$ cat config.mk
export PLATFORM = sky130hd
export DESIGN_NAME = eep_access_ctrl
export DESIGN_NICKNAME = d
export VERILOG_FILES = /design/src/rtl/eep_pkg.sv /design/src/rtl/eep_datapath.sv /design/src/rtl/eep_ctrl.sv /design/src/rtl/eep_access_ctrl.sv
export SDC_FILE = /design/constraint.sdc
export NUM_CORES = 1
export LEC_CHECK = 0
export BUFFER_PORTS_ARGS = -buffer_cell sky130_fd_sc_hd__buf_2
export CORE_MARGIN = 2
export CORE_UTILIZATION = 51
export CTS_BUF_LIST = sky130_fd_sc_hd__clkbuf_2 sky130_fd_sc_hd__clkbuf_4 sky130_fd_sc_hd__clkbuf_8
export DETAILED_ROUTE_END_ITERATION = 6
export GPL_TIMING_DRIVEN = 0
export PLACE_DENSITY = 0.82
export SYNTH_ARGS = -nofsm -noshare
export SYNTH_HDL_FRONTEND = slang
export SYNTH_HIERARCHICAL = 1
export SYNTH_SLANG_ARGS = --single-unit
$ cat constraint.sdc
create_clock -name clk -period 2.95 [get_ports clk]
set_clock_uncertainty 0.15 [all_clocks]
set_input_delay 0 -clock clk [delete_from_list [all_inputs] [get_ports clk]]
set_output_delay 0 -clock clk [all_outputs]
set_load 0.02 [all_outputs]
$ cat src/rtl/eep_pkg.sv
package eep_pkg;

  // host register word indices
  typedef enum logic [2:0] {
    REG_CTRL  = 3'd0,
    REG_ADDR  = 3'd1,
    REG_DATA  = 3'd2,
    REG_START = 3'd3,
    REG_BASE  = 3'd4
  } regIdx_e;

  localparam int CTRL_WR_BIT   = 0;
  localparam int CTRL_RD_BIT   = 1;
  localparam int CTRL_BUSY_BIT = 2;

  // accepted host requests, decoded by the datapath
  typedef struct packed {
    logic doRead;
    logic doWrite;
    logic doBurst;
  } hostReq_t;

  // control-to-datapath strobes
  typedef struct packed {
    logic capHi;
    logic capLo;
    logic capByte;
    logic stepSeq;
    logic singleDone;
    logic burstEnd;
  } strobe_t;

endpackage

$ cat src/rtl/eep_datapath.sv
module eep_datapath
  import eep_pkg::*;
#(
  parameter int EE_AW  = 8,
  parameter int BASE_W = 9,
  parameter int LOW_W  = 15
) (
  input  logic                      clk,
  input  logic                      rstN,
  input  logic                      hostWe,
  input  logic [2:0]                hostAddr,
  input  logic [31:0]               hostWdata,
  output logic [31:0]               hostRdata,
  input  logic                      busy,
  input  strobe_t                   strb,
  output hostReq_t                  hostReq,
  output logic [EE_AW-1:0]          eeAddr,
  output logic                      eeWe,
  output logic [7:0]                eeWdata,
  input  logic                      eeAck,
  input  logic [7:0]                eeRdata,
  output logic [BASE_W+LOW_W-1:0]   memAddr,
  output logic [7:0]                memData,
  output logic                      termHit,
  output logic                      atTop
);

  localparam int MEM_AW = BASE_W + LOW_W;

  logic [EE_AW-1:0]  addrReg;
  logic [EE_AW-1:0]  seqAddr;
  logic [7:0]        dataReg;
  logic [BASE_W-1:0] baseReg;
  logic              rdPend;
  logic              wrPend;
  logic              burstOn;
  logic [7:0]        hiReg;
  logic [7:0]        loReg;
  logic [7:0]        byteReg;
  logic              accept;
  logic [15:0]       addrWord;

  assign accept = hostWe && !busy;

  always_comb begin
    hostReq = '0;
    if (accept && hostAddr == REG_CTRL) begin
      hostReq.doRead  = hostWdata[CTRL_RD_BIT];
      hostReq.doWrite = hostWdata[CTRL_WR_BIT] && !hostWdata[CTRL_RD_BIT];
    end
    if (accept && hostAddr == REG_START) hostReq.doBurst = hostWdata[0];
  end

  always_ff @(posedge clk) begin
    if (!rstN) begin
      addrReg <= '0;
      seqAddr <= '0;
      dataReg <= '0;
      baseReg <= '0;
      rdPend  <= 1'b0;
      wrPend  <= 1'b0;
      burstOn <= 1'b0;
      hiReg   <= '0;
      loReg   <= '0;
      byteReg <= '0;
    end else begin
      if (accept) begin
        case (hostAddr)
          REG_ADDR: addrReg <= hostWdata[EE_AW-1:0];
          REG_DATA: dataReg <= hostWdata[7:0];
          REG_BASE: baseReg <= hostWdata[BASE_W-1:0];
          default:  ;
        endcase
      end
      if (hostReq.doRead)  rdPend  <= 1'b1;
      if (hostReq.doWrite) wrPend  <= 1'b1;
      if (hostReq.doBurst) burstOn <= 1'b1;
      if (strb.singleDone) begin
        rdPend  <= 1'b0;
        wrPend  <= 1'b0;
        seqAddr <= addrReg + 1'b1;
        if (rdPend) dataReg <= eeRdata;
      end
      if (strb.capHi)   hiReg   <= eeRdata;
      if (strb.capLo)   loReg   <= eeRdata;
      if (strb.capByte) byteReg <= eeRdata;
      if (strb.stepSeq) seqAddr <= seqAddr + 1'b1;
      if (strb.burstEnd) burstOn <= 1'b0;
    end
  end

  // external port: burst walks the sequence pointer, singles use the host address
  assign eeAddr  = burstOn ? seqAddr : addrReg;
  assign eeWe    = wrPend;
  assign eeWdata = dataReg;
  assign atTop   = (eeAddr == {EE_AW{1'b1}});
  assign termHit = ({hiReg, eeRdata} == 16'hFFFF);

  assign addrWord = {hiReg, loReg};
  assign memAddr  = {baseReg, addrWord[LOW_W-1:0]};
  assign memData  = byteReg;

  always_comb begin
    hostRdata = '0;
    case (hostAddr)
      REG_CTRL: begin
        hostRdata[CTRL_WR_BIT]   = wrPend;
        hostRdata[CTRL_RD_BIT]   = rdPend;
        hostRdata[CTRL_BUSY_BIT] = busy;
      end
      REG_ADDR:  hostRdata[EE_AW-1:0]  = addrReg;
      REG_DATA:  hostRdata[7:0]        = dataReg;
      REG_START: hostRdata[0]          = burstOn;
      REG_BASE:  hostRdata[BASE_W-1:0] = baseReg;
      default:   hostRdata = '0;
    endcase
  end

  initial begin
    if (MEM_AW != 24) $display("note: on-chip address width is %0d", MEM_AW);
  end

  AST_ONE_OP: assert property (@(posedge clk) disable iff (!rstN)
    $onehot0({rdPend, wrPend, burstOn}));
  AST_BUSY_IGNORE: assert property (@(posedge clk) disable iff (!rstN)
    (hostWe && busy) |=> ($stable(addrReg) && $stable(baseReg)));
  AST_RD_SELF_CLEAR: assert property (@(posedge clk) disable iff (!rstN)
    (rdPend && eeAck) |=> !rdPend);
  AST_WR_SELF_CLEAR: assert property (@(posedge clk) disable iff (!rstN)
    (wrPend && eeAck) |=> !wrPend);

endmodule

$ cat src/rtl/eep_ctrl.sv
module eep_ctrl
  import eep_pkg::*;
(
  input  logic     clk,
  input  logic     rstN,
  input  hostReq_t hostReq,
  input  logic     eeAck,
  input  logic     termHit,
  input  logic     atTop,
  output strobe_t  strb,
  output logic     eeReq,
  output logic     memWe,
  output logic     busy
);

  typedef enum logic [1:0] {ST_IDLE, ST_SREQ, ST_BREQ, ST_BNEXT} state_e;

  state_e     state, stateNx;
  logic [1:0] phase, phaseNx;
  logic       stopReg, stopNx;
  logic       writeNow, writeNowNx;

  always_comb begin
    stateNx    = state;
    phaseNx    = phase;
    stopNx     = stopReg;
    writeNowNx = writeNow;
    strb       = '0;
    case (state)
      ST_IDLE: begin
        if (hostReq.doRead || hostReq.doWrite) stateNx = ST_SREQ;
        else if (hostReq.doBurst) begin
          stateNx = ST_BREQ;
          phaseNx = 2'd0;
        end
      end
      ST_SREQ: begin
        if (eeAck) begin
          strb.singleDone = 1'b1;
          stateNx = ST_IDLE;
        end
      end
      ST_BREQ: begin
        if (eeAck) begin
          strb.stepSeq = 1'b1;
          strb.capHi   = (phase == 2'd0);
          strb.capLo   = (phase == 2'd1);
          strb.capByte = (phase == 2'd2);
          phaseNx      = (phase == 2'd2) ? 2'd0 : phase + 2'd1;
          stopNx       = atTop || ((phase == 2'd1) && termHit);
          writeNowNx   = (phase == 2'd2);
          stateNx      = ST_BNEXT;
        end
      end
      ST_BNEXT: begin
        if (stopReg) begin
          strb.burstEnd = 1'b1;
          stateNx = ST_IDLE;
        end else begin
          stateNx = ST_BREQ;
        end
      end
      default: stateNx = ST_IDLE;
    endcase
  end

  always_ff @(posedge clk) begin
    if (!rstN) begin
      state    <= ST_IDLE;
      phase    <= 2'd0;
      stopReg  <= 1'b0;
      writeNow <= 1'b0;
    end else begin
      state    <= stateNx;
      phase    <= phaseNx;
      stopReg  <= stopNx;
      writeNow <= writeNowNx;
    end
  end

  assign eeReq = (state == ST_SREQ) || (state == ST_BREQ);
  assign memWe = (state == ST_BNEXT) && writeNow;
  assign busy  = (state != ST_IDLE);

  AST_DATA_BYTE_WRITES: assert property (@(posedge clk) disable iff (!rstN)
    (state == ST_BREQ && eeAck && phase == 2'd2) |=> memWe);
  AST_IDLE_AFTER_STOP: assert property (@(posedge clk) disable iff (!rstN)
    (state == ST_BNEXT && stopReg) |=> !busy);

endmodule

$ cat src/rtl/eep_access_ctrl.sv
module eep_access_ctrl
  import eep_pkg::*;
#(
  parameter int EE_AW  = 8,
  parameter int BASE_W = 9,
  parameter int LOW_W  = 15
) (
  input  logic                    clk,
  input  logic                    rstN,
  input  logic                    hostWe,
  input  logic [2:0]              hostAddr,
  input  logic [31:0]             hostWdata,
  output logic [31:0]             hostRdata,
  output logic                    eeReq,
  output logic                    eeWe,
  output logic [EE_AW-1:0]        eeAddr,
  output logic [7:0]              eeWdata,
  input  logic                    eeAck,
  input  logic [7:0]              eeRdata,
  output logic                    memWe,
  output logic [BASE_W+LOW_W-1:0] memAddr,
  output logic [7:0]              memData
);

  hostReq_t hostReq;
  strobe_t  strb;
  logic     busy;
  logic     termHit;
  logic     atTop;

  eep_datapath #(.EE_AW(EE_AW), .BASE_W(BASE_W), .LOW_W(LOW_W)) u_dp (
    .clk(clk), .rstN(rstN), .hostWe(hostWe), .hostAddr(hostAddr),
    .hostWdata(hostWdata), .hostRdata(hostRdata), .busy(busy), .strb(strb),
    .hostReq(hostReq), .eeAddr(eeAddr), .eeWe(eeWe), .eeWdata(eeWdata),
    .eeAck(eeAck), .eeRdata(eeRdata), .memAddr(memAddr), .memData(memData),
    .termHit(termHit), .atTop(atTop)
  );

  eep_ctrl u_ctrl (
    .clk(clk), .rstN(rstN), .hostReq(hostReq), .eeAck(eeAck),
    .termHit(termHit), .atTop(atTop), .strb(strb), .eeReq(eeReq),
    .memWe(memWe), .busy(busy)
  );

  AST_REQ_HOLD: assert property (@(posedge clk) disable iff (!rstN)
    (eeReq && !eeAck) |=> (eeReq && $stable(eeAddr) && $stable(eeWe) && $stable(eeWdata)));

endmodule

# After elaboration in Yosys (flattened, before gate mapping)

Index checks and enable logic that the tools add are counted.

Flip-flop bits (word level): 66
Input port bits: 47
Output and inout port bits: 83
Logic and storage cells: 88

$add $sub $neg: 3
Equality and inequality tests: 16
Muxes and demuxes: 30
Bitwise operators: 1
Reduce and logical (&&, ||, !) cells: 24

Operator list:

| operator             | number |
|---|---|
| $mux 8               | 7 |
| $mux 2               | 10 |
| $add 8x1->8 const B  | 2 |
| $eq 16x16->1 const B | 1 |
| $pmux 2 s4           | 2 |
| $pmux 5 s3           | 1 |
| $eq 8x8->1 const B   | 1 |
| $mux 4               | 2 |
| $ne 2x2->1 const B   | 4 |
| $eq 2x2->1 const B   | 3 |
| $eq 3x2->1 const B   | 2 |
| $logic_and 1x1->1    | 6 |
| $mux 1               | 6 |
| $reduce_and 2->1     | 3 |
| $reduce_bool 2->1    | 3 |
| $pmux 1 s5           | 1 |
| $eq 2x1->1 const B   | 2 |
| $logic_not 2->1      | 2 |
| $pmux 2 s2           | 1 |
| $reduce_and 4->1     | 1 |
| $reduce_or 2->1      | 2 |
| $eq 3x1->1 const B   | 1 |
| $eq 3x3->1 const B   | 1 |
| $logic_not 3->1      | 1 |
| other kinds (6)      | 9 |

# Depth between registers and ports, before layout

Gate-level depths: netlist of the first run.

Word-level depth: 8
Mapped depth: 12
Gate-level depth less buffers: 10

# Modules after synthesis

Netlist of the first run, hierarchy kept.

By module, submodules not included:

| module       | instances | cells an instance | area an instance (um2) | sequential area each (um2) |
|---|---|---|---|---|
| eep_datapath | 1         | 346               | 3141.8                 | 1201.2 |
| eep_ctrl     | 1         | 49                | 399.1                  | 120.1 |

# Worst setup path before layout of the first run

OpenSTA, ideal clock, no wires.

Path kind: flip-flop to flip-flop
Start point: register u_ctrl.state[0]
End point: register u_dp.seqAddr[6]
Data arrival time: 2.331 ns
Data required time: 2.721 ns
Setup slack: 0.390 ns
Cell stages (with the launch flop): 13
Path buffers: 2
Period minus slack after synthesis: 2.560 ns
Cell sequence: dfxtp_1 > inv_1 > ha_1 > nand2_1 > inv_1 > buf_6 > buf_4 > mux2_2 > ha_1 > inv_1 > a221oi_2 > or4b_1 > o211ai_1

RTL lines:

| item                     | RTL line           | text |
|---|---|---|
| start: declaration       | eep_ctrl.sv:18     | `state_e state, stateNx;` |
| start signal: assignment | eep_ctrl.sv:74     | `state <= stateNx;` |
| end signal: assignment   | eep_datapath.sv:81 | `seqAddr <= addrReg + 1'b1;` |
| end signal: assignment   | eep_datapath.sv:87 | `if (strb.stepSeq) seqAddr <= seqAddr + 1'b1;` |
| end: declaration         | eep_datapath.sv:31 | `logic [EE_AW-1:0] seqAddr;` |

==> results of run 1 <==
==> how the worst max path moves through the flow <==
stage / endpoint / slack, ps / cells after the start / startpoint
final: u_dp/seqAddr[6]$_SDFFE_PN0P_ / 160 / 12 / u_ctrl/state[0]$_SDFFE_PN0P_
after global routing: u_dp/seqAddr[6]$_SDFFE_PN0P_ / 20 / 12 / u_ctrl/state[0]$_SDFFE_PN0P_
after CTS: u_dp/seqAddr[6]$_SDFFE_PN0P_ / 30 / 12 / u_ctrl/state[0]$_SDFFE_PN0P_
after detailed placement: u_dp/seqAddr[6]$_SDFFE_PN0P_ / 30 / 12 / u_ctrl/state[0]$_SDFFE_PN0P_
after global placement: u_dp/seqAddr[6]$_SDFFE_PN0P_ / 140 / 12 / u_ctrl/state[0]$_SDFFE_PN0P_
after floorplan: u_dp/seqAddr[6]$_SDFFE_PN0P_ / 390 / 12 / u_ctrl/state[0]$_SDFFE_PN0P_
==> metal layers <==
layer  track usage (%)  up-vias  share of wire (%)
met4              11.9        0                2.6
met1              33.5     1556                 43
li1                  -     1617                  -
met5                 0        -                  0
met3              4.45       26                7.4
met2              39.0      157                 47
==> per-stage QoR <==
step,worst slack [ps],cells
CTS,26.4,613
detailed placement,28.6,578
floorplan,390,417
global route,24.0,613
finish,158,613
global placement,143,578
==> report_power, final <==
part           switching (mW)  leakage, nW  internal [mW]  total, mW
Sequential             0.0368        0.533          0.928      0.965
Clock                   0.384       0.0962          0.396      0.780
Combinational           0.289         1.57          0.202      0.491
Total                   0.710         2.20           1.53       2.24
==> flip-flops by register name, indices dropped and copies added, names as in the netlist, 2 cells and up <==
signal	cells
u_dp/memData	8
u_ctrl/state	2
u_dp/eeWdata	8
u_dp/baseReg	9
u_ctrl/phase	2
u_dp/hiReg	8
u_dp/addrReg	8
u_dp/seqAddr	8
u_dp/loReg	8
==> cell type report <==
type                    count  area share [%]
clock buffers               9            2.74
plain buffers              51            7.14
well taps                  80            2.21
repair buffers            100            13.2
flip-flops and latches     66            29.2
multi-input cells         290            43.0
clock inverters             7            1.69
inverters                  10           0.830
==> cell usage after synthesis (all sizes together), types with 3 or more instances <==
cell type  instances
ha                 5
nand4              8
a31oi              3
nor2b              4
mux2i             55
a211oi            10
mux2              12
and2               5
buf               39
a22oi              6
nand2             19
nand3              6
nor2              63
nor3               5
dfxtp             66
a21oi             12
o21ai             12
and3               3
nand3b             5
clkbuf            12
nor3b              3
inv               10
==> logic make-up after synthesis <==
| logic type | Yosys count |
|---|---|
| simple gates | 134 |
| buf+inv | 61 |
| other cells | 1 |
| flops | 66 |
| fa+ha+maj | 5 |
| xor+xnor | 1 |
| compound gates | 59 |
| mux | 68 |
==> critical path, delay by kind of cell, from the launching register on <==
kind / cells / cell delay (ps)
simple gates: 2 / 610
buf+inv: 5 / 600
fa+ha+maj: 2 / 440
flops: 1 / 360
compound gates: 2 / 320
mux: 1 / 250
==> what timing repair did <==
item | 4_1_cts | 5_1_grt
endpoints found under the setup margin | 0 | 2
endpoints found under the hold margin | 59 | 0
resized for setup | 0 | 2
hold buffers | 19 | 0
==> layout by cell type (no fill, tap or decap), types with 2 or more instances in the layout <==
cell           synthesis  layout
buf_2                  5      86
a22oi_1                6       6
clkinvlp_4             0       2
nand3b_1               4       4
a311oi_1               2       2
inv_6                  0       2
nor2b_1                4       4
clkbuf_8               0       9
nor3_1                 5       5
buf_1                  2       2
a211oi_1              10      10
mux2i_1               55      55
o211ai_1               2       2
nand4_1                8       8
a31oi_1                3       3
nand4b_1               2       2
buf_4                 31      31
dfxtp_1               66      66
nor3b_1                3       3
dlygate4sd3_1          0      19
a21oi_1               12      12
clkbuf_1              11      11
nand2_1               19      18
conb_1                 1      23
nand3_1                5       5
and2_1                 5       5
and3_1                 3       3
mux2_2                12      12
or4b_1                 2       2
a2bb2oi_1              2       2
ha_1                   5       5
nor2_1                63      63
o21ai_0               12      12
inv_1                 10       9
==> impl_results.md, run 1 <==
- Placed cell area: 4130 um2
- Period utilisation layout: 94.6%
- Initial antenna violation count: 0
- Final setup fails: 0
- Htree depth: 3
- Hold_sp: hostWe
- Total of warnings raised by yosys: 6
- Largest family of logic cells by synthesized area: multiplexers
- Grt total ovfl: 0
- Count of final hold-check violations: 0
- Achievable Freq: 358 MHz
- Leading area contributor after synthesis: dfxtp_1
- Compound-Gate Fraction of Synth Area: 11.3%
- R2R Path End: u_dp/seqAddr[6]$_SDFFE_PN0P_
- N_diodes: 0
- Syn Inst Count: 395
- First-pass GRT wire length: around 15 mm
- Outcome: complete, no violations
- Top cell type's share of synthesized area: approximately 37%
- Design Power: 2.24 mW
- Max incr delay on CP: between 400 and 500 ps
- Worst vdd rail ir drop: roughly 0.35 mV
- Placer Congestion: 0.901
- Core Util, Final: between 60% and 70%
- Synth Area in XOR/XNOR: 0.247%
- Post-CTS setup buffer count: 0
- Via count: 3356
- Post-synthesis mux area share: 20.0%
- CP Launch Type: flip-flop
- CP Capture Type: flip-flop
- Die height: 87.3 um
- Antenna viol nets, final: 0
- Distinct cell type count after synthesis: 55
- Num rows: 30
- Drt total wl: 9.40 mm
- Adder-cell area share of the yosys netlist: between 1.5 and 2%
- Count of input and output buffers: 81
- Vias in the first global route: 3023
- HPWL after DPL: between 6 and 7 mm
- Ys flop type: dfxtp_1
- Slew Viols, Final: 0
- Post-Syn Area: 3540 um2
- # Max-Cap Violations: 0
- TritonCTS Buffers: 9
- GRT Overall Usage: 25.0%
- Final net count: 580
- Largest net degree at the start of global routing: 14
- Post-Synth Simple-Gate Area: approximately a fifth
- Pwr Density: between 400 and 500 nW/um2
- Async SR Flop Fraction: 0%
- Pleak: roughly 2.2 nW
- Iteration-0 DRC Markers: 266
- Total Neg Setup Slack: 0 ps
- Drt drc: 0
- CTS tree: yes
- Crit path DAT: 2920 ps
- Hold WC Path Type: primary input to flip-flop
- #FFs+latches synth: 66
- # clock sinks: 66
- Area of the multi-input gates: about 1900 um2
- Ratio of cells with drive above 1 in the final layout: just under 30%
- Hold_ws: 50.2 ps
- Worst path required time: 3080 ps
- Worst-path maximum fanout: 10
- Tmin final: between 2000 and 3000 ps
- Die footprint: about 7600 um2
- Dominant cells by area after synthesis: dfxtp_1, mux2i_1, nor2_1
- Clock tree buffer depth: 2
- Design Area, Final: 4520 um2
- Core ar.: 6760 um2
- Ports: 130
- Worst path cell trace: inv_1, ha_1, nand2_2, inv_2, buf_6, buf_4, mux2_2, ha_1, inv_1, a221oi_2, or4b_1, o211ai_1
- Slew HR: approximately half
- P&R area growth vs syn: 27.7%
- Worst-Margin Slew: 720 ps
- Sequential cell area: 1320 um2
- Worst Hold Depth: 4
- Number of fill cells: between 500 and 600
- R2R cell count: 12
- R2r startpoint: u_ctrl/state[0]$_SDFFE_PN0P_
- Avg WL per Cell: 15.3 um
- DR pass1 iterations: 5
- Seq/Total Area, Yosys: 37.3%
- Vias per inst: 5.47
- RSZ-0062 raised after global routing: false
- Min-Delay Endpoint: u_dp/burstOn$_SDFFE_PP0P_
- EDFF count, synth: 0
- Worst-Skew Late Latency: 350 ps
- CP Class: flip-flop to flip-flop
- Starting Density: 52.4%
- Clock slew at the register clock pins of the worst setup and hold paths: roughly 80 ps
- Crit-path slowest cell: or4b_1
- Root buf cell: clkbuf_8
- Chip width: 87.3 um
- Avg Inst Size Synth: 8.96 um2
- Reg2Reg Setup Slack: ~160 ps
No activity file was read; power rests on OpenSTA's default activity.
==> inputs of run 2 (changes only) <==
--- a/config.mk
+++ b/config.mk
@@ -6,11 +6,12 @@
 export NUM_CORES = 1
 export LEC_CHECK = 0
 export BUFFER_PORTS_ARGS = -buffer_cell sky130_fd_sc_hd__buf_2
-export CORE_MARGIN = 2
+export CORE_MARGIN = 3
 export CORE_UTILIZATION = 51
 export CTS_BUF_LIST = sky130_fd_sc_hd__clkbuf_2 sky130_fd_sc_hd__clkbuf_4 sky130_fd_sc_hd__clkbuf_8
 export DETAILED_ROUTE_END_ITERATION = 6
 export GPL_TIMING_DRIVEN = 0
+export HOLD_SLACK_MARGIN = 0.08
 export PLACE_DENSITY = 0.82
 export SYNTH_ARGS = -nofsm -noshare
 export SYNTH_HDL_FRONTEND = slang
==> run 2 against run 1 <==
- worst hold slack improved by 120 ps
- final area decreased by 0.22%
- worst setup slack got worse by 30 ps
- die area increased by 4.6%
- sequential power about the same
- via count increased by 1.8%
- clock power decreased by 10%
- sequential share of layout area increased by 0.065 points
==> impl_results.md, run 2 (synthesized netlist as in run 1, its figures left out) <==
- Worst vdd rail ir drop: 0.329 mV (-6.6%)
- Drt drc: 0 (unchanged)
- # clock sinks: 66 (unchanged)
- Slew Viols, Final: 0 (unchanged)
- Outcome: complete, no violations
- Tmin final: 2820 ps (+29.8 ps)
- Biggest register: u_dp/baseReg
- Antenna viol nets, final: 0 (unchanged)
- Ratio of cells with drive above 1 in the final layout: 29.4% (-0.055 points)
- Pleak: 2.20 nW (about the same)
- Metal3 WL: 776 um (+12%)
- # Max-Cap Violations: 0 (unchanged)
- Num rows: 29 (-3.3%)
- CP Capture Type: flip-flop
- N_diodes: 0 (unchanged)
- Post-CTS setup buffer count: 0 (unchanged)
- GRT Overall Usage: 26.0% (+0.99 points)
- Drt total wl: 10.1 mm (+7.6%)
- RSZ-0062 raised after global routing: false
- First-pass GRT wire length: 15.8 mm (+5.9%)
- Largest net degree at the start of global routing: 13 (-1)
- DR pass1 iterations: 5 (unchanged)
- Core ar.: 6530 um2 (-3.3%)
- Starting Density: 54.2% (+1.8 points)
- Max incr delay on CP: 470 ps (about the same)
- CP Class: flip-flop to flip-flop
- Worst-Skew Late Latency: 350 ps (about the same)
- Clock tree buffer depth: 2 (unchanged)
- Vias in the first global route: 3269 (+8.1%)
- Die height: 89.3 um (+2.3%)
- Design Area, Final: 4510 um2 (-0.22%)
- Ports: 130 (unchanged)
- Avg WL per Cell: 16.6 um (+8.0%)
- Chip width: 89.3 um (+2.3%)
- Count of input and output buffers: 81 (unchanged)
- Crit-path slowest cell: or4b_1
- Worst path required time: 3070 ps (about the same)
- Commonest cells after routing, fill and taps aside: buf_2, dfxtp_1, nor2_1
- Vias per inst: 5.59 (+2.1%)
- Max FFs per register: 9 (unchanged)
- CTS tree: yes
- Hold WC Path Type: primary input to flip-flop
- Count of final hold-check violations: 0 (unchanged)
- Commonest non-fill, non-tap cell in the layout: buf_2
- Achievable Freq: 354 MHz (-1.1%)
- P&R area growth vs syn: 27.4%
- Slew HR: 53.2% (+1.3 points)
- Placed cell area: 4130 um2 (about the same)
- Worst path cell trace: inv_1, ha_1, nand2_4, inv_2, buf_6, buf_4, mux2_2, ha_1, inv_1, a221oi_2, or4b_1, o211ai_1
- Worst-Margin Slew: 701 ps (-19.5 ps)
- Iteration-0 DRC Markers: 265 (-0.38%)
- Htree depth: 3 (unchanged)
- Hold_ws: 170 ps (+119 ps)
- CP Launch Type: flip-flop
- Pwr Density: 479 nW/um2 (-3.0%)
- Routed length on met2: 4.83 mm (+10%)
- Initial antenna violation count: 0 (unchanged)
- Period utilisation layout: 95.6% (+1.0 points)
- Final net count: 581 (+0.17%)
- Design Power: 2.16 mW (-3.3%)
- Clock slew at the register clock pins of the worst setup and hold paths: 70 ps (about the same)
- Via count: 3415 (+1.8%)
- Placer Congestion: 0.891 (-1.2%)
- Worst-path maximum fanout: 10 (unchanged)
- Final setup fails: 0 (unchanged)
- Die footprint: 7980 um2 (+4.6%)
- Total Neg Setup Slack: 0 ps (unchanged)
- Grt total ovfl: 0 (unchanged)
- TritonCTS Buffers: 9 (unchanged)
- Met1 WL: 4.18 mm (+2.3%)
- Max Used Layer: met4
- HPWL after DPL: 7.15 mm (+4.2%)
- Crit path DAT: 2940 ps (+20 ps)
- Root buf cell: clkbuf_8
==> run 2: changes by cell type in the layout (fill, tap and decap cells not counted), sizes merged <==
cell         before  now
clkinvlp          2    3
inv              12   11
clkbuf           21   22
bufinv            1    0
dlygate4sd3      19   20
==> run 2: report_power, final <==
group | internal, mW | leakage, nW | switching [mW] | total [mW]
clock | 0.327 | 0.0847 | 0.372 | 0.700
sequential | 0.928 | 0.533 | 0.0367 | 0.965
combinational | 0.204 | 1.58 | 0.294 | 0.498
total | 1.46 | 2.20 | 0.704 | 2.16
==> run 2: critical path, delay by kind of cell (launching register included) <==
family                     cells  cell delay (ps)
AOI/OAI and AO/OA              2              340
adders and majority gates      2              450
buffers and inverters          5              600
DFF                            1              370
muxes                          1              240
and+or+nand+nor                2              600
==> run 2: stage by stage <==
stage / worst slack [ps] / std cells / util (%)
after floorplan: 390 / 417 / -
after global placement: 135 / 575 / 63.2
after detailed placement: 5.74 / 575 / 63.2
after CTS: 77.8 / 611 / 69.0
after global routing: 5.20 / 611 / 69.1
final: 128 / 611 / 69.1
==> run 2: final cells by class <==
| cell class | instances | area, um2 |
|---|---|---|
| Buffer | 51 | 323 |
| Clock buffer | 10 | 138 |
| Clock inverter | 6 | 41.3 |
| Fill cell | 518 | 2020 |
| Inverter | 10 | 37.5 |
| Multi-Input combinational cell | 290 | 1950 |
| Sequential cell | 66 | 1320 |
| Tap cell | 77 | 96.3 |
| Timing Repair Buffer | 101 | 606 |
==> run 2: timing repair <==
action | in CTS | in global routing
endpoints found under the setup margin | 1 | 2
hold endpoints to repair | 60 | 0
gates resized for setup | 1 | 2
hold buffers | 20 | 0
==> run 2: routing by layer <==
layer / up-vias / track usage, %
li1: 1612 / -
met1: 1576 / 31.4
met2: 197 / 43.1
met3: 30 / 5.53
met4: 0 / 14.2
met5: - / 0
==> run 2: final timing paths <==
| check | startpoint | to | slack [ps] | cells after the start |
|---|---|---|---|---|
| max | u_ctrl/state[0]$_SDFFE_PN0P_ | u_dp/seqAddr[6]$_SDFFE_PN0P_ | 130 | 12 |
| min | hostAddr[0] | u_dp/eeWe$_SDFFE_PP0P_ | 170 | 5 |
| max reg2reg | u_ctrl/state[0]$_SDFFE_PN0P_ | u_dp/seqAddr[6]$_SDFFE_PN0P_ | 130 | 12 |
| min reg2reg | u_dp/loReg[3]$_SDFFE_PN0P_ | u_dp/loReg[3]$_SDFFE_PN0P_ | 340 | 2 |
==> inputs of run 3 (changes only) <==
--- a/config.mk
+++ b/config.mk
@@ -13,6 +13,7 @@
 export GPL_TIMING_DRIVEN = 0
 export HOLD_SLACK_MARGIN = 0.08
 export PLACE_DENSITY = 0.82
+export RECOVER_POWER = 25
 export SYNTH_ARGS = -nofsm -noshare
 export SYNTH_HDL_FRONTEND = slang
 export SYNTH_HIERARCHICAL = 1
==> run 3 against run 2 <==
- critical path depth stayed put
- cell count stayed put
- clock power is 0.6% higher
- via count is 0.23% lower
- power is 0.12% higher
- global-route usage stayed put
- first-iteration DRC count is 2.3% lower
- sequential power hardly changed
- critical path type unchanged
- largest cell class unchanged
- highest routed layer unchanged
==> impl_results.md, run 3 (synthesized netlist as in run 1, its figures left out) <==
- Iteration-0 DRC Markers: 259 (-2.3%)
- Commonest non-fill, non-tap cell in the layout: dfxtp_1
- Metal3 WL: 684 um (-12%)
- Antenna viol nets, final: 0 (unchanged)
- Max Used Layer: met4
- Core Util, Final: 68.5% (-0.59 points)
- CTS tree: yes
- Total Neg Setup Slack: 0 ps (unchanged)
- Initial antenna violation count: 0 (unchanged)
- Number of fill cells: 537 (+3.7%)
- Clock tree buffer depth: 2 (unchanged)
- Placer Congestion: 0.891 (unchanged)
- CP Capture Type: flip-flop
- P&R area growth vs syn: 26.3%
- Hold WC Path Type: primary input to flip-flop
- Logic pwr share: 22.9% (about the same)
- Final net count: 581 (unchanged)
- Slew HR: 53.6% (+0.43 points)
- Ports: 130 (unchanged)
- Starting Density: 54.2% (unchanged)
- Final setup fails: 0 (unchanged)
- Num rows: 29 (unchanged)
- Htree depth: 3 (unchanged)
- DR pass1 iterations: 5 (unchanged)
- Avg WL per Cell: 16.5 um (-0.19%)
- Commonest cells after routing, fill and taps aside: dfxtp_1, nor2_1, buf_2, mux2i_1, clkbuf_1
- Register share of total power: 44.6% (about the same)
- HPWL after DPL: 7.15 mm (unchanged)
- Hold_sp: hostAddr[0]
- Vias per inst: 5.58 (-0.23%)
- Clock power share: 32.5% (+0.2 points)
- First-pass GRT wire length: 15.8 mm (unchanged)
- Worst-Skew Late Latency: 350 ps (about the same)
- Tmin final: 2820 ps (+1.53 ps)
- Pint: 1.46 mW (-0.12%)
- Biggest register: u_dp/baseReg
- Slew Viols, Final: 0 (unchanged)
- Sw Ratio: 32.7% (+0.16 points)
- Clock slew at the register clock pins of the worst setup and hold paths: 70 ps (about the same)
- Net Switching: 0.708 mW (+0.61%)
- Pleak: 2.06 nW (-6.2%)
- Worst path required time: 3070 ps (about the same)
- Largest net degree at the start of global routing: 13 (unchanged)
- N_diodes: 0 (unchanged)
- Period utilisation layout: 95.7% (about the same)
- Vias in the first global route: 3269 (unchanged)
- Ratio of cells with drive above 1 in the final layout: 23.6% (-5.8 points)
- Worst vdd rail ir drop: 0.338 mV (+2.8%)
- Die height: 89.3 um (unchanged)
- # clock sinks: 66 (unchanged)
- Root buf cell: clkbuf_8
- Worst-path maximum fanout: 10 (unchanged)
- Drt drc: 0 (unchanged)
- Chip width: 89.3 um (unchanged)
- RSZ-0062 raised after global routing: false
- Drt total wl: 10.1 mm (-0.19%)
- Die footprint: 7980 um2 (unchanged)
- Design Power: 2.17 mW (+0.12%)
- R2r startpoint: u_ctrl/state[0]$_SDFFE_PN0P_
- Pwr Density: 484 nW/um2 (+0.99%)
- GRT Overall Usage: 26.0% (unchanged)
- Outcome: complete, no violations
- Max FFs per register: 9 (unchanged)
- Hold_ws: 167 ps (-2.32 ps)
- # Max-Cap Violations: 0 (unchanged)
- Crit path DAT: 2940 ps (about the same)
- Count of input and output buffers: 81 (unchanged)
- Core ar.: 6530 um2 (unchanged)
- CP Launch Type: flip-flop
- Via count: 3407 (-0.23%)
- Setup crit start: u_ctrl/state[0]$_SDFFE_PN0P_
- CP Class: flip-flop to flip-flop
- Achievable Freq: 354 MHz (about the same)
- Count of final hold-check violations: 0 (unchanged)
- Grt total ovfl: 0 (unchanged)
- Routed length on met2: 4.82 mm (-0.17%)
- Met1 WL: 4.28 mm (+2.3%)
- TritonCTS Buffers: 9 (unchanged)
- Worst-Margin Slew: 694 ps (-6.48 ps)
## run 3: timing repair
action	4_1_cts	5_1_grt
endpoints found under the setup margin	1	2
setup buffers	0	0
hold buffers	20	0
gates resized for setup	1	2
endpoints found under the hold margin	60	0
## run 3: layer usage
| layer | global-route usage (%) | vias up |
|---|---|---|
| li1 | - | 1615 |
| met2 | 43.1 | 185 |
| met3 | 5.53 | 29 |
| met4 | 14.2 | 0 |
| met1 | 31.4 | 1578 |
| met5 | 0 | - |
## run 3: final timing paths
kind	end	slack [ps]	cells after the start
max	u_dp/seqAddr[6]$_SDFFE_PN0P_	130	12
min	u_dp/eeWe$_SDFFE_PP0P_	170	5
max reg2reg	u_dp/seqAddr[6]$_SDFFE_PN0P_	130	12
min reg2reg	u_dp/loReg[3]$_SDFFE_PN0P_	350	2
## run 3: stage by stage
step                      setup slack, ps  cell area [um2]  instances
final                                 127             4470        611
after floorplan                       390             3620        417
after global placement                135             4130        575
after global routing                 5.20             4470        611
after CTS                            77.8             4510        611
after detailed placement             5.74             4130        575
## run 3: power groups by stage
stage | registers, mW | logic (mW) | clock network (mW)
2_1_floorplan | 0.983 | 0.336 | 0
3_3_place_gp | 0.982 | 0.449 | 0
3_5_place_dp | 0.984 | 0.460 | 0
4_1_cts | 0.963 | 0.485 | 0.705
5_1_grt | 0.969 | 0.537 | 0.749
6_report | 0.965 | 0.496 | 0.704
## run 3: critical path, cell delays in order, from the launching register on
cell and delay (ps):
dfxtp_1 370, inv_1 100, ha_1 290, nand2_4 130, inv_2 80, buf_6 150, buf_4 180, mux2_2 240
ha_1 160, inv_1 90, a221oi_2 220, or4b_1 470, o211ai_1 120
## run 3: area by class of cell
type | count | area [um2] | share of cell area [%]
multi-input combinational | 290 | 1950 | 43.6
sequential | 66 | 1320 | 29.5
timing repair buffer | 101 | 567 | 12.7
buffer | 51 | 323 | 7.22
clock buffer | 10 | 138 | 3.08
tap | 77 | 96.3 | 2.15
clock inverter | 6 | 41.3 | 0.923
inverter | 10 | 37.5 | 0.839
